## config.mk

```make
export PLATFORM = sky130hd
export DESIGN_NAME = port_power_ctrl
export DESIGN_NICKNAME = d
export VERILOG_FILES = /design/src/rtl/ppc_pkg.sv /design/src/rtl/ppc_oc_filter.sv /design/src/rtl/ppc_port.sv /design/src/rtl/port_power_ctrl.sv
export SDC_FILE = /design/constraint.sdc
export NUM_CORES = 1
export LEC_CHECK = 0
export ABC_AREA = 1
export BUFFER_PORTS_ARGS = -buffer_cell sky130_fd_sc_hd__buf_2
export CAP_MARGIN = 25
export CORE_UTILIZATION = 28
export CTS_CLUSTER_SIZE = 28
export DETAILED_ROUTE_END_ITERATION = 7
export PLACE_DENSITY = 0.49
export SYNTH_ARGS = -nofsm -noshare
export SYNTH_HDL_FRONTEND = slang
export SYNTH_HIERARCHICAL = 1
export SYNTH_SLANG_ARGS = --single-unit
```

## constraint.sdc

```tcl
create_clock -name clk -period 3.4 [get_ports clk]
set_input_delay 0.51 -clock clk [delete_from_list [all_inputs] [get_ports clk]]
set_output_delay 0.51 -clock clk [all_outputs]
set_load 0.02 [all_outputs]
```

## src/rtl/ppc_pkg.sv

```systemverilog
package ppc_pkg;
  localparam int CALC_W = 16;

  // Effective run length: a programmed zero behaves as one cycle.
  function automatic logic [CALC_W-1:0] eff_run(input logic [CALC_W-1:0] lim);
    return (lim == '0) ? CALC_W'(1) : lim;
  endfunction

  // The sense line counts as a fault once it has been active for the run.
  function automatic logic run_reached(input logic active,
                                       input logic [CALC_W-1:0] cnt,
                                       input logic [CALC_W-1:0] lim);
    return active && (cnt >= eff_run(lim) - CALC_W'(1));
  endfunction

  // Saturating increment bounded by the effective run.
  function automatic logic [CALC_W-1:0] run_next(input logic active,
                                                 input logic [CALC_W-1:0] cnt,
                                                 input logic [CALC_W-1:0] lim);
    if (!active) return '0;
    if (cnt >= eff_run(lim)) return cnt;
    return cnt + CALC_W'(1);
  endfunction
endpackage

```

## src/rtl/ppc_oc_filter.sv

```systemverilog
module ppc_oc_filter #(
  parameter int SYNC_STAGES = 2,
  parameter int CNT_W       = 8
) (
  input  logic             clk,
  input  logic             rst_n,
  input  logic             oc_n,
  input  logic [CNT_W-1:0] qual,
  output logic             trip
);
  import ppc_pkg::*;

  logic [SYNC_STAGES-1:0] sync_q;
  logic [CNT_W-1:0]       run_q;
  logic                   active;
  logic [CALC_W-1:0]      nxt;

  assign active = sync_q[SYNC_STAGES-1];
  assign nxt    = run_next(active, CALC_W'(run_q), CALC_W'(qual));
  assign trip   = run_reached(active, CALC_W'(run_q), CALC_W'(qual));

  always_ff @(posedge clk) begin
    if (!rst_n) begin
      sync_q <= '0;
      run_q  <= '0;
    end else begin
      sync_q <= {sync_q[SYNC_STAGES-2:0], ~oc_n};
      run_q  <= nxt[CNT_W-1:0];
    end
  end
endmodule

```

## src/rtl/ppc_port.sv

```systemverilog
module ppc_port (
  input  logic clk,
  input  logic rst_n,
  input  logic charge_en,
  input  logic cfg_rise,
  input  logic enumerated,
  input  logic bus_reset,
  input  logic host_set,
  input  logic host_clr,
  input  logic host_clr_oc,
  input  logic trip,
  output logic pwr_q,
  output logic status_q,
  output logic change_q,
  output logic lock_q
);
  always_ff @(posedge clk) begin
    if (!rst_n) begin
      pwr_q    <= charge_en;
      status_q <= 1'b0;
      change_q <= 1'b0;
      lock_q   <= 1'b0;
    end else begin
      // power state
      if (trip)                                           pwr_q <= 1'b0;
      else if (bus_reset)                                 pwr_q <= charge_en & ~lock_q;
      else if (host_clr)                                  pwr_q <= 1'b0;
      else if (host_set)                                  pwr_q <= 1'b1;
      else if (cfg_rise && !enumerated && charge_en && !lock_q) pwr_q <= 1'b1;

      // lockout against automatic restore
      if (trip && !enumerated)          lock_q <= 1'b1;
      else if (host_set && !host_clr)   lock_q <= 1'b0;

      // sticky status and change
      if (trip) begin
        status_q <= 1'b1;
        if (!status_q) change_q <= 1'b1;
      end else if (host_clr_oc) begin
        status_q <= 1'b0;
        change_q <= 1'b0;
      end
    end
  end
endmodule

```

## src/rtl/port_power_ctrl.sv

```systemverilog
module port_power_ctrl #(
  parameter int NUM_PORTS   = 2,
  parameter int SYNC_STAGES = 2,
  parameter int CNT_W       = 8
) (
  input  logic                 clk,
  input  logic                 rst_n,
  input  logic                 bus_reset,
  input  logic [NUM_PORTS-1:0] chg_cfg,
  input  logic                 chg_strap0,
  input  logic                 cfg_done,
  input  logic                 enumerated,
  input  logic [NUM_PORTS-1:0] host_set_pwr,
  input  logic [NUM_PORTS-1:0] host_clr_pwr,
  input  logic [NUM_PORTS-1:0] host_clr_oc,
  input  logic [CNT_W-1:0]     oc_qual,
  input  logic [NUM_PORTS-1:0] oc_n,
  output logic [NUM_PORTS-1:0] pwr_en,
  output logic [NUM_PORTS-1:0] oc_status,
  output logic [NUM_PORTS-1:0] oc_change
);
  logic [NUM_PORTS-1:0] charge;
  logic [NUM_PORTS-1:0] oc_trip;
  logic [NUM_PORTS-1:0] pwr_q;
  logic [NUM_PORTS-1:0] lock;
  logic                 cfg_d;
  logic                 cfg_rise;

  always_ff @(posedge clk) begin
    if (!rst_n) cfg_d <= 1'b0;
    else        cfg_d <= cfg_done;
  end
  assign cfg_rise = cfg_done & ~cfg_d;

  for (genvar i = 0; i < NUM_PORTS; i++) begin : g_port
    if (i == 0) begin : g_strap
      assign charge[i] = chg_cfg[i] | chg_strap0;
    end else begin : g_reg
      assign charge[i] = chg_cfg[i];
    end

    ppc_oc_filter #(.SYNC_STAGES(SYNC_STAGES), .CNT_W(CNT_W)) u_filt (
      .clk (clk), .rst_n (rst_n), .oc_n (oc_n[i]), .qual (oc_qual),
      .trip(oc_trip[i])
    );

    ppc_port u_port (
      .clk        (clk),
      .rst_n      (rst_n),
      .charge_en  (charge[i]),
      .cfg_rise   (cfg_rise),
      .enumerated (enumerated),
      .bus_reset  (bus_reset),
      .host_set   (host_set_pwr[i]),
      .host_clr   (host_clr_pwr[i]),
      .host_clr_oc(host_clr_oc[i]),
      .trip       (oc_trip[i]),
      .pwr_q      (pwr_q[i]),
      .status_q   (oc_status[i]),
      .change_q   (oc_change[i]),
      .lock_q     (lock[i])
    );
  end

  // Power is held at the charge marking while the hardware reset is applied.
  assign pwr_en = rst_n ? pwr_q : charge;
endmodule

```

After elaboration in Yosys (flattened, before gate mapping)
Index checks and enable logic that the tools add are counted.
{"block": "classes", "n_addsub": 3, "n_mul": 0, "div": 0, "n_lt_le_gt_ge": 4, "eq_ne": 6, "n_shift": 0, "muxes": 38, "bitwise": 9, "reduce_logical": 23}
{"op": "8-bit 2-to-1 mux", "count": 9}
{"op": "8-bit by 16-bit >= comparator with 1-bit output", "count": 4}
{"op": "1-bit 2-to-1 mux", "count": 28}
{"op": "8-bit by 1-bit adder with 8-bit output, second input constant", "count": 2}
{"op": "16-bit by 1-bit subtractor with 16-bit output, second input constant", "count": 1}
{"op": "6-bit by 1-bit != test with 1-bit output, second input constant", "count": 2}
{"op": "1-bit logical AND", "count": 11}
{"op": "8-bit logical NOT", "count": 1}
{"op": "2-bit nonzero test", "count": 4}
{"op": "3-bit != test, second input constant", "count": 2}
{"op": "1-bit logical NOT", "count": 5}
{"op": "1-bit NOT", "count": 5}
{"op": "2-bit != test, second input constant", "count": 2}
{"op": "2-bit AND reduction", "count": 2}
{"op": "1-bit bitwise AND", "count": 3}
{"op": "2-bit 2-to-1 mux", "count": 1}
{"op": "1-bit bitwise OR", "count": 1}
{"block": "totals", "regBits": 29, "latch_bits": 0, "mem_bits_rw": 0, "mem_bits_ro": 0, "wordCells": 96, "mem_count": 0}

Logic depth before layout (Yosys ltp)
{"block": "logic_depth", "ltp_word": 11, "mapped_depth": 20, "mapped_depth_nobuf": 20}

Hierarchy
Netlist, hierarchy kept.
{"module": "ppc_oc_filter", "n_inst": 2, "cells_per_inst": 157, "area_per_inst_um2": 1009.7, "seq_area_each_um2": 200.2}
{"module": "ppc_port", "n_inst": 2, "cells_per_inst": 34, "area_per_inst_um2": 212.7, "seq_area_each_um2": 90.1}
{"module": "port_power_ctrl", "n_inst": 1, "cells_per_inst": 13, "area_per_inst_um2": 72.6, "seq_area_each_um2": 20.0}

Least setup slack after synthesis
OpenSTA, ideal clock, no wires.
{"block": "synth_timing", "path_kind": "input to register", "from": "input oc_qual[0]", "to": "register g_port[0].u_port.pwr_q (enable)", "setup_time_ns": 0.242, "arrival_time_ns": 2.299, "required_ns": 3.158, "slack_ns": 0.859, "path_stages": 18, "path_cell_list": "inv_1 -> nand2_1 -> nor2_1 -> nand2_2 -> nand2_2 -> nor2_2 -> nand2_1 -> nand2_1 -> nand2_1 -> inv_1 -> ha_1 -> a21oi_1 -> nor3_1 -> a211oi_1 -> a21boi_1 -> or2_0 -> nor2_1 -> nand2_1"}
{"block": "synth_between", "elab_chain_cells": 6}
{"item": "start, declared", "line_no": "port_power_ctrl.sv:16", "text": "input logic [CNT_W-1:0] oc_qual,"}
{"item": "8-bit logical NOT", "line_no": "ppc_pkg.sv:6", "text": "return (lim == '0) ? CALC_W'(1) : lim;"}
{"item": "8-bit 2-to-1 mux *", "line_no": "ppc_pkg.sv:6"}
{"item": "16-bit by 1-bit subtractor with 16-bit output *", "line_no": "ppc_pkg.sv:13", "text": "return active && (cnt >= eff_run(lim) - CALC_W'(1));"}
{"item": "8-bit by 16-bit >= comparator with 1-bit output *", "line_no": "ppc_pkg.sv:13"}
{"item": "1-bit logical AND *", "line_no": "ppc_pkg.sv:13"}
{"item": "net oc_trip[0]", "line_no": "port_power_ctrl.sv:23", "text": "logic [NUM_PORTS-1:0] oc_trip;"}
{"item": "6-bit by 1-bit != test with 1-bit output (no line) *"}
{"item": "end signal, assigned", "line_no": "ppc_port.sv:19", "text": "pwr_q <= charge_en;"}
{"item": "end signal, assigned", "line_no": "ppc_port.sv:26", "text": "else if (bus_reset) pwr_q <= charge_en & ~lock_q;"}
{"item": "end, declared", "line_no": "ppc_port.sv:12", "text": "output logic pwr_q,"}
The timed path passes the listed nets; every way through them passes the cells marked *.
A chain may end at the register's enable or synchronous reset.

Worst setup path in the final report
{"block": "layout_timing", "from": "input oc_qual[0]", "to": "register g_port[1].u_port.pwr_q (enable)"}
{"block": "layout_between", "elab_chain_cells": 6}
{"item": "8-bit logical NOT", "line_no": "ppc_pkg.sv:6"}
{"item": "8-bit 2-to-1 mux *", "line_no": "ppc_pkg.sv:6"}
{"item": "16-bit by 1-bit subtractor with 16-bit output *", "line_no": "ppc_pkg.sv:13"}
{"item": "8-bit by 16-bit >= comparator with 1-bit output *", "line_no": "ppc_pkg.sv:13"}
{"item": "1-bit logical AND *", "line_no": "ppc_pkg.sv:13"}
{"item": "net oc_trip[1]", "line_no": "port_power_ctrl.sv:23"}
{"item": "6-bit by 1-bit != test with 1-bit output (no line) *"}
{"item": "end signal, assigned", "line_no": "ppc_port.sv:19"}
{"item": "end signal, assigned", "line_no": "ppc_port.sv:26"}
{"item": "end, declared", "line_no": "ppc_port.sv:12"}
Marked as above.

==> results.md <==
Status:
- The flow ran to the end, and the final reports show no timing, DRC or antenna violations.

Placement:
- Summing all placed instances gives a cell area of 0.00278 mm².
- Port buffering added 29 buffers.
- Routability-driven placement finished with a final weighted congestion of 0.805.
- Once detailed placement completed, the half-perimeter wirelength came to 4460 µm.

Logic synthesis:
- The synthesized netlist devotes 37.1% of its cell area to simple gates.
- Summing the areas of all fa, ha and maj instances in the mapped netlist gives 15.9% of the synthesized area.
- Sorting the synthesized cells by how often they occur yields 106 x sky130_fd_sc_hd__nand2_1, 78 x sky130_fd_sc_hd__inv_1, 43 x sky130_fd_sc_hd__nor2_1.
- The post-synthesis cell type count is 28.
- The synthesized design contains 29 register bits.
- After synthesis, the mean cell area works out to 6.37 µm².
- After synthesis, the largest family of logic cells by area is simple AND/OR/NAND/NOR gates.
- The xor/xnor cell area share of the yosys netlist is 0.696%.
- The number of enable flip-flop cells after synthesis is 2.
- The synthesized-area fraction occupied by ao, oa, aoi and oai cells is 10.1%.
- The most common cell in the synthesized netlist is sky130_fd_sc_hd__nand2_1.
- The top cell type by total area after synthesis is sky130_fd_sc_hd__dfxtp_1.
- The mapped netlist covers 0.00252 mm².
- The share of cell area taken by muxes after synthesis is 0%.
- For this run, the leading register cell type out of synthesis is sky130_fd_sc_hd__dfxtp_1.
- The post-synthesis sequential area ratio is 23.9%.
- The share of the synthesized area in the top cell type is 21.5%.
- The number of nets in the synthesized netlist is 451.
- After synthesis, the cell types taking the most area are sky130_fd_sc_hd__dfxtp_1 21%, sky130_fd_sc_hd__ha_1 16%, sky130_fd_sc_hd__nand2_1 16%.
- The cell count after synthesis came out at 395.
- During synthesis, Yosys emitted a total of 6 warnings.
- The async set or reset register ratio after synthesis is 0%.

Clocking:
- In this run the deepest clock path goes through 2 buffers.
- Counting every sink on the clock net gives 29.
- TritonCTS built the clock tree.
- The H-tree was split into 2 levels.
- In this run, CTS created clock tree buffers numbering 5.
- Clock-pin slew was measured on the worst setup and hold paths at 0.07 ns.
- In this run the post-CTS setup repair buffer count came out at 0.
- The clock reaches the later pin of the worst-skew pair after 0.28 ns.
- The number of hold buffers added after CTS was 0.
- In this run, post-CTS repair resized a total of 0 instances.
- The root buffer cell is sky130_fd_sc_hd__clkbuf_8.

GRT:
- The via count of the first global-routing pass was 2169.
- The maximum number of pins on one net before global-route repair is 17.
- The number of antenna violations at the first check in global routing is 0.
- The wire length of the first global-routing pass is 9850 µm.
- The overall fraction of global-route tracks in use is 12.4%.
- The remaining global-route overflow is 0.

Worst setup path:
- The required time of the worst setup path is 3.45 ns.
- The arrival time of the worst setup path is 2.66 ns.
- Among cell families on the critical path, the largest total delay comes from simple AND/OR/NAND/NOR gates.
- The critical path launch point is oc_qual[0].
- In this run the register-to-register setup slack is 1.35 ns.
- Along the worst path, the maximum fanout reaches 4.
- The path type of the worst setup path is in2reg.
- The startpoint type of the worst setup path is an input port.
- The cell that appears most often on the critical path is sky130_fd_sc_hd__nand2_1.
- The largest individual stage delay along the critical path comes from the cell sky130_fd_sc_hd__ha_1.
- The sort of element at the end of the critical path is a flop.
- The highest cell delay on the worst timing path is 0.28 ns.
- The buffering stage count on the worst path with inverters included is 3.
- Walking the worst path, the cells encountered are buf_2 -> inv_1 -> nand2_1 -> nor2_1 -> nand2_2 -> nand2_2 -> nor2_2 -> nand2_1 -> nand2_1 -> nand2_1 -> inv_1 -> ha_1 -> a21oi_1 -> nor3_1 -> a211oi_1 -> a21boi_1 -> or2_0 -> nor2_1 -> nand2_1.
- In this run the critical register-to-register path is launched from g_port[1].u_filt/run_q[0]$_SDFFE_PN0P_.

Finish:
- The number of filler instances in the final layout is 939.
- The finished cells cover 0.00290 mm².
- From synthesis to final layout, the design area changed by 15.3%.
- The number of antenna cells inserted is 0.
- Of the cells placed in the final design, the portion with a size suffix greater than 1 is 13.3%.
- The final layout net count is 485.

Die:
- 30 I/O pins were placed.
- The floorplan step defined a die boundary enclosing 0.00937 mm².
- The height of the chip is 96.8 µm.
- The number of standard-cell rows in the floorplan is 34.
- From left edge to right edge, the die measures 96.8 µm.
- The effective utilization at floorplan is 28.9%.
- In this run the standard cell core region covers 0.00872 mm².

Run:
- The tool flagged a number of max-cap violations equal to 0.

Drt:
- The overall via count from detail_route is 2360.
- The first TritonRoute pass finished after 5 iterations.
- The vias per cell is 4.39.
- The final wirelength is 5440 µm.
- The detailed router finished its first iteration with 103 violations.
- Dividing the detail-routed wire length by the instance count gives 10.1 µm.
- After detailed routing, the number of remaining DRC violations is 0.
- Once detail routing completed, the nets flagged for antenna violations numbered 0.

Power and ir drop:
- Summed over all cells, the static leakage comes to 1.54 nW.
- The areal power density over the cells is 292 mW/mm².
- IR analysis of the VDD net gives a maximum drop of 143 µV.
- The total power is 0.000849 W.

Timing:
- The worst relative slew slack is 74.9%.
- Across all hold checks on the routed design, the worst slack comes to 0.382 ns.
- For the final routed database, the setup TNS stands at 0 ns.
- The maximum achievable frequency is 383 MHz.
- The total count of max-transition violations in the final report is 0.
- The final critical-path share of the clock period is 76.7%.
- The slew at the pin with the worst max-slew slack is 0.377 ns.
- The worst path in the final design needs a cycle of 2.61 ns, including I/O delays and setup.
- The setup-violating endpoint count in the final report is 0.
- Across the routed clock network, the largest skew measured is 0.00599 ns.
- Setup repair after global routing left no endpoint under its margin.
- The number of hold violations in the final report is 0.

Hold path:
- The worst min-delay path class is in2reg.
- In this run the most critical hold path is launched from oc_n[1].
-- sequential cells by signal, summed over array words and instances (netlist names) --
register and flops:
cfg_d 1, g_port.u_filt/run_q 16, g_port.u_filt/sync_q 4, g_port.u_port/change_q 2, g_port.u_port/lock_q 2, g_port.u_port/pwr_q 2
g_port.u_port/status_q 2
-- stage by stage --
stage               cells  setup slack, ns  utilization, %
finish                538            0.792            33.3
CTS                   538            0.794            33.3
global placement      530            0.532            31.9
floorplan             395            0.859               -
detailed placement    530            0.488            31.9
global route          538            0.456            33.3
-- final cells by class --
| cell class | count | area (µm²) | share of cell area, % |
|---|---|---|---|
| inverter | 79 | 297 | 10.2 |
| tap | 108 | 135 | 4.66 |
| clock buffer | 6 | 82.6 | 2.84 |
| multi-input combinational | 285 | 1610 | 55.3 |
| timing repair buffer | 29 | 145 | 5.00 |
| clock inverter | 2 | 37.5 | 1.29 |
| sequential | 29 | 601 | 20.7 |
-- layout by cell type, fill, tap and decap left out, types with 2 or more instances in the layout --
| cell | count |
|---|---|
| sky130_fd_sc_hd__or2_0 | 2 |
| sky130_fd_sc_hd__inv_1 | 78 |
| sky130_fd_sc_hd__nor2_2 | 6 |
| sky130_fd_sc_hd__dfxtp_1 | 27 |
| sky130_fd_sc_hd__o21a_1 | 4 |
| sky130_fd_sc_hd__a21oi_1 | 22 |
| sky130_fd_sc_hd__a21boi_1 | 2 |
| sky130_fd_sc_hd__o21ai_0 | 8 |
| sky130_fd_sc_hd__nor3_1 | 6 |
| sky130_fd_sc_hd__clkbuf_8 | 6 |
| sky130_fd_sc_hd__ha_1 | 32 |
| sky130_fd_sc_hd__nand2_2 | 6 |
| sky130_fd_sc_hd__nand4_1 | 10 |
| sky130_fd_sc_hd__nand2_1 | 106 |
| sky130_fd_sc_hd__nand3_1 | 16 |
| sky130_fd_sc_hd__nand3b_1 | 4 |
| sky130_fd_sc_hd__a211oi_1 | 2 |
| sky130_fd_sc_hd__o211a_1 | 2 |
| sky130_fd_sc_hd__nand2_4 | 2 |
| sky130_fd_sc_hd__nor3b_1 | 2 |
| sky130_fd_sc_hd__nor2_1 | 43 |
| sky130_fd_sc_hd__xor2_1 | 2 |
| sky130_fd_sc_hd__o21bai_1 | 2 |
| sky130_fd_sc_hd__edfxtp_1 | 2 |
| sky130_fd_sc_hd__buf_2 | 29 |
| sky130_fd_sc_hd__nand3_2 | 4 |
-- report_power, final --
group          switching, W  total [W]  internal (W)  leakage, nW
Clock              0.000142   0.000380      0.000238       0.0574
Sequential       0.00000350   0.000353      0.000350        0.240
Combinational     0.0000706   0.000115     0.0000446         1.24
Total              0.000216   0.000849      0.000632         1.54
-- cells by family after synthesis --
kind of cell             after synthesis
flip-flops                            29
AND/OR/NAND/NOR                      208
adder cells (fa/ha/maj)               32
buffers and inverters                 81
AO/OA/AOI/OAI                         43
XOR/XNOR                               2
-- path summary, 6_finish.rpt --
path | end | depth (start not counted)
max | g_port[1].u_port/pwr_q$_DFFE_PP_ | 19
min | g_port[1].u_filt/sync_q[0]$_SDFF_PN0_ | 2
max reg2reg | g_port[1].u_port/pwr_q$_DFFE_PP_ | 13
min reg2reg | g_port[1].u_filt/sync_q[1]$_SDFF_PN0_ | 2
-- metal layers --
layer  track usage (%)  up-vias  wire length, µm
met5                 0        -                0
met2              18.3       39             2140
li1                  -     1316                -
met3              2.75        2              208
met4              3.79        0               31
met1              17.8     1003             3060
(Power assumes the default switching activity.)
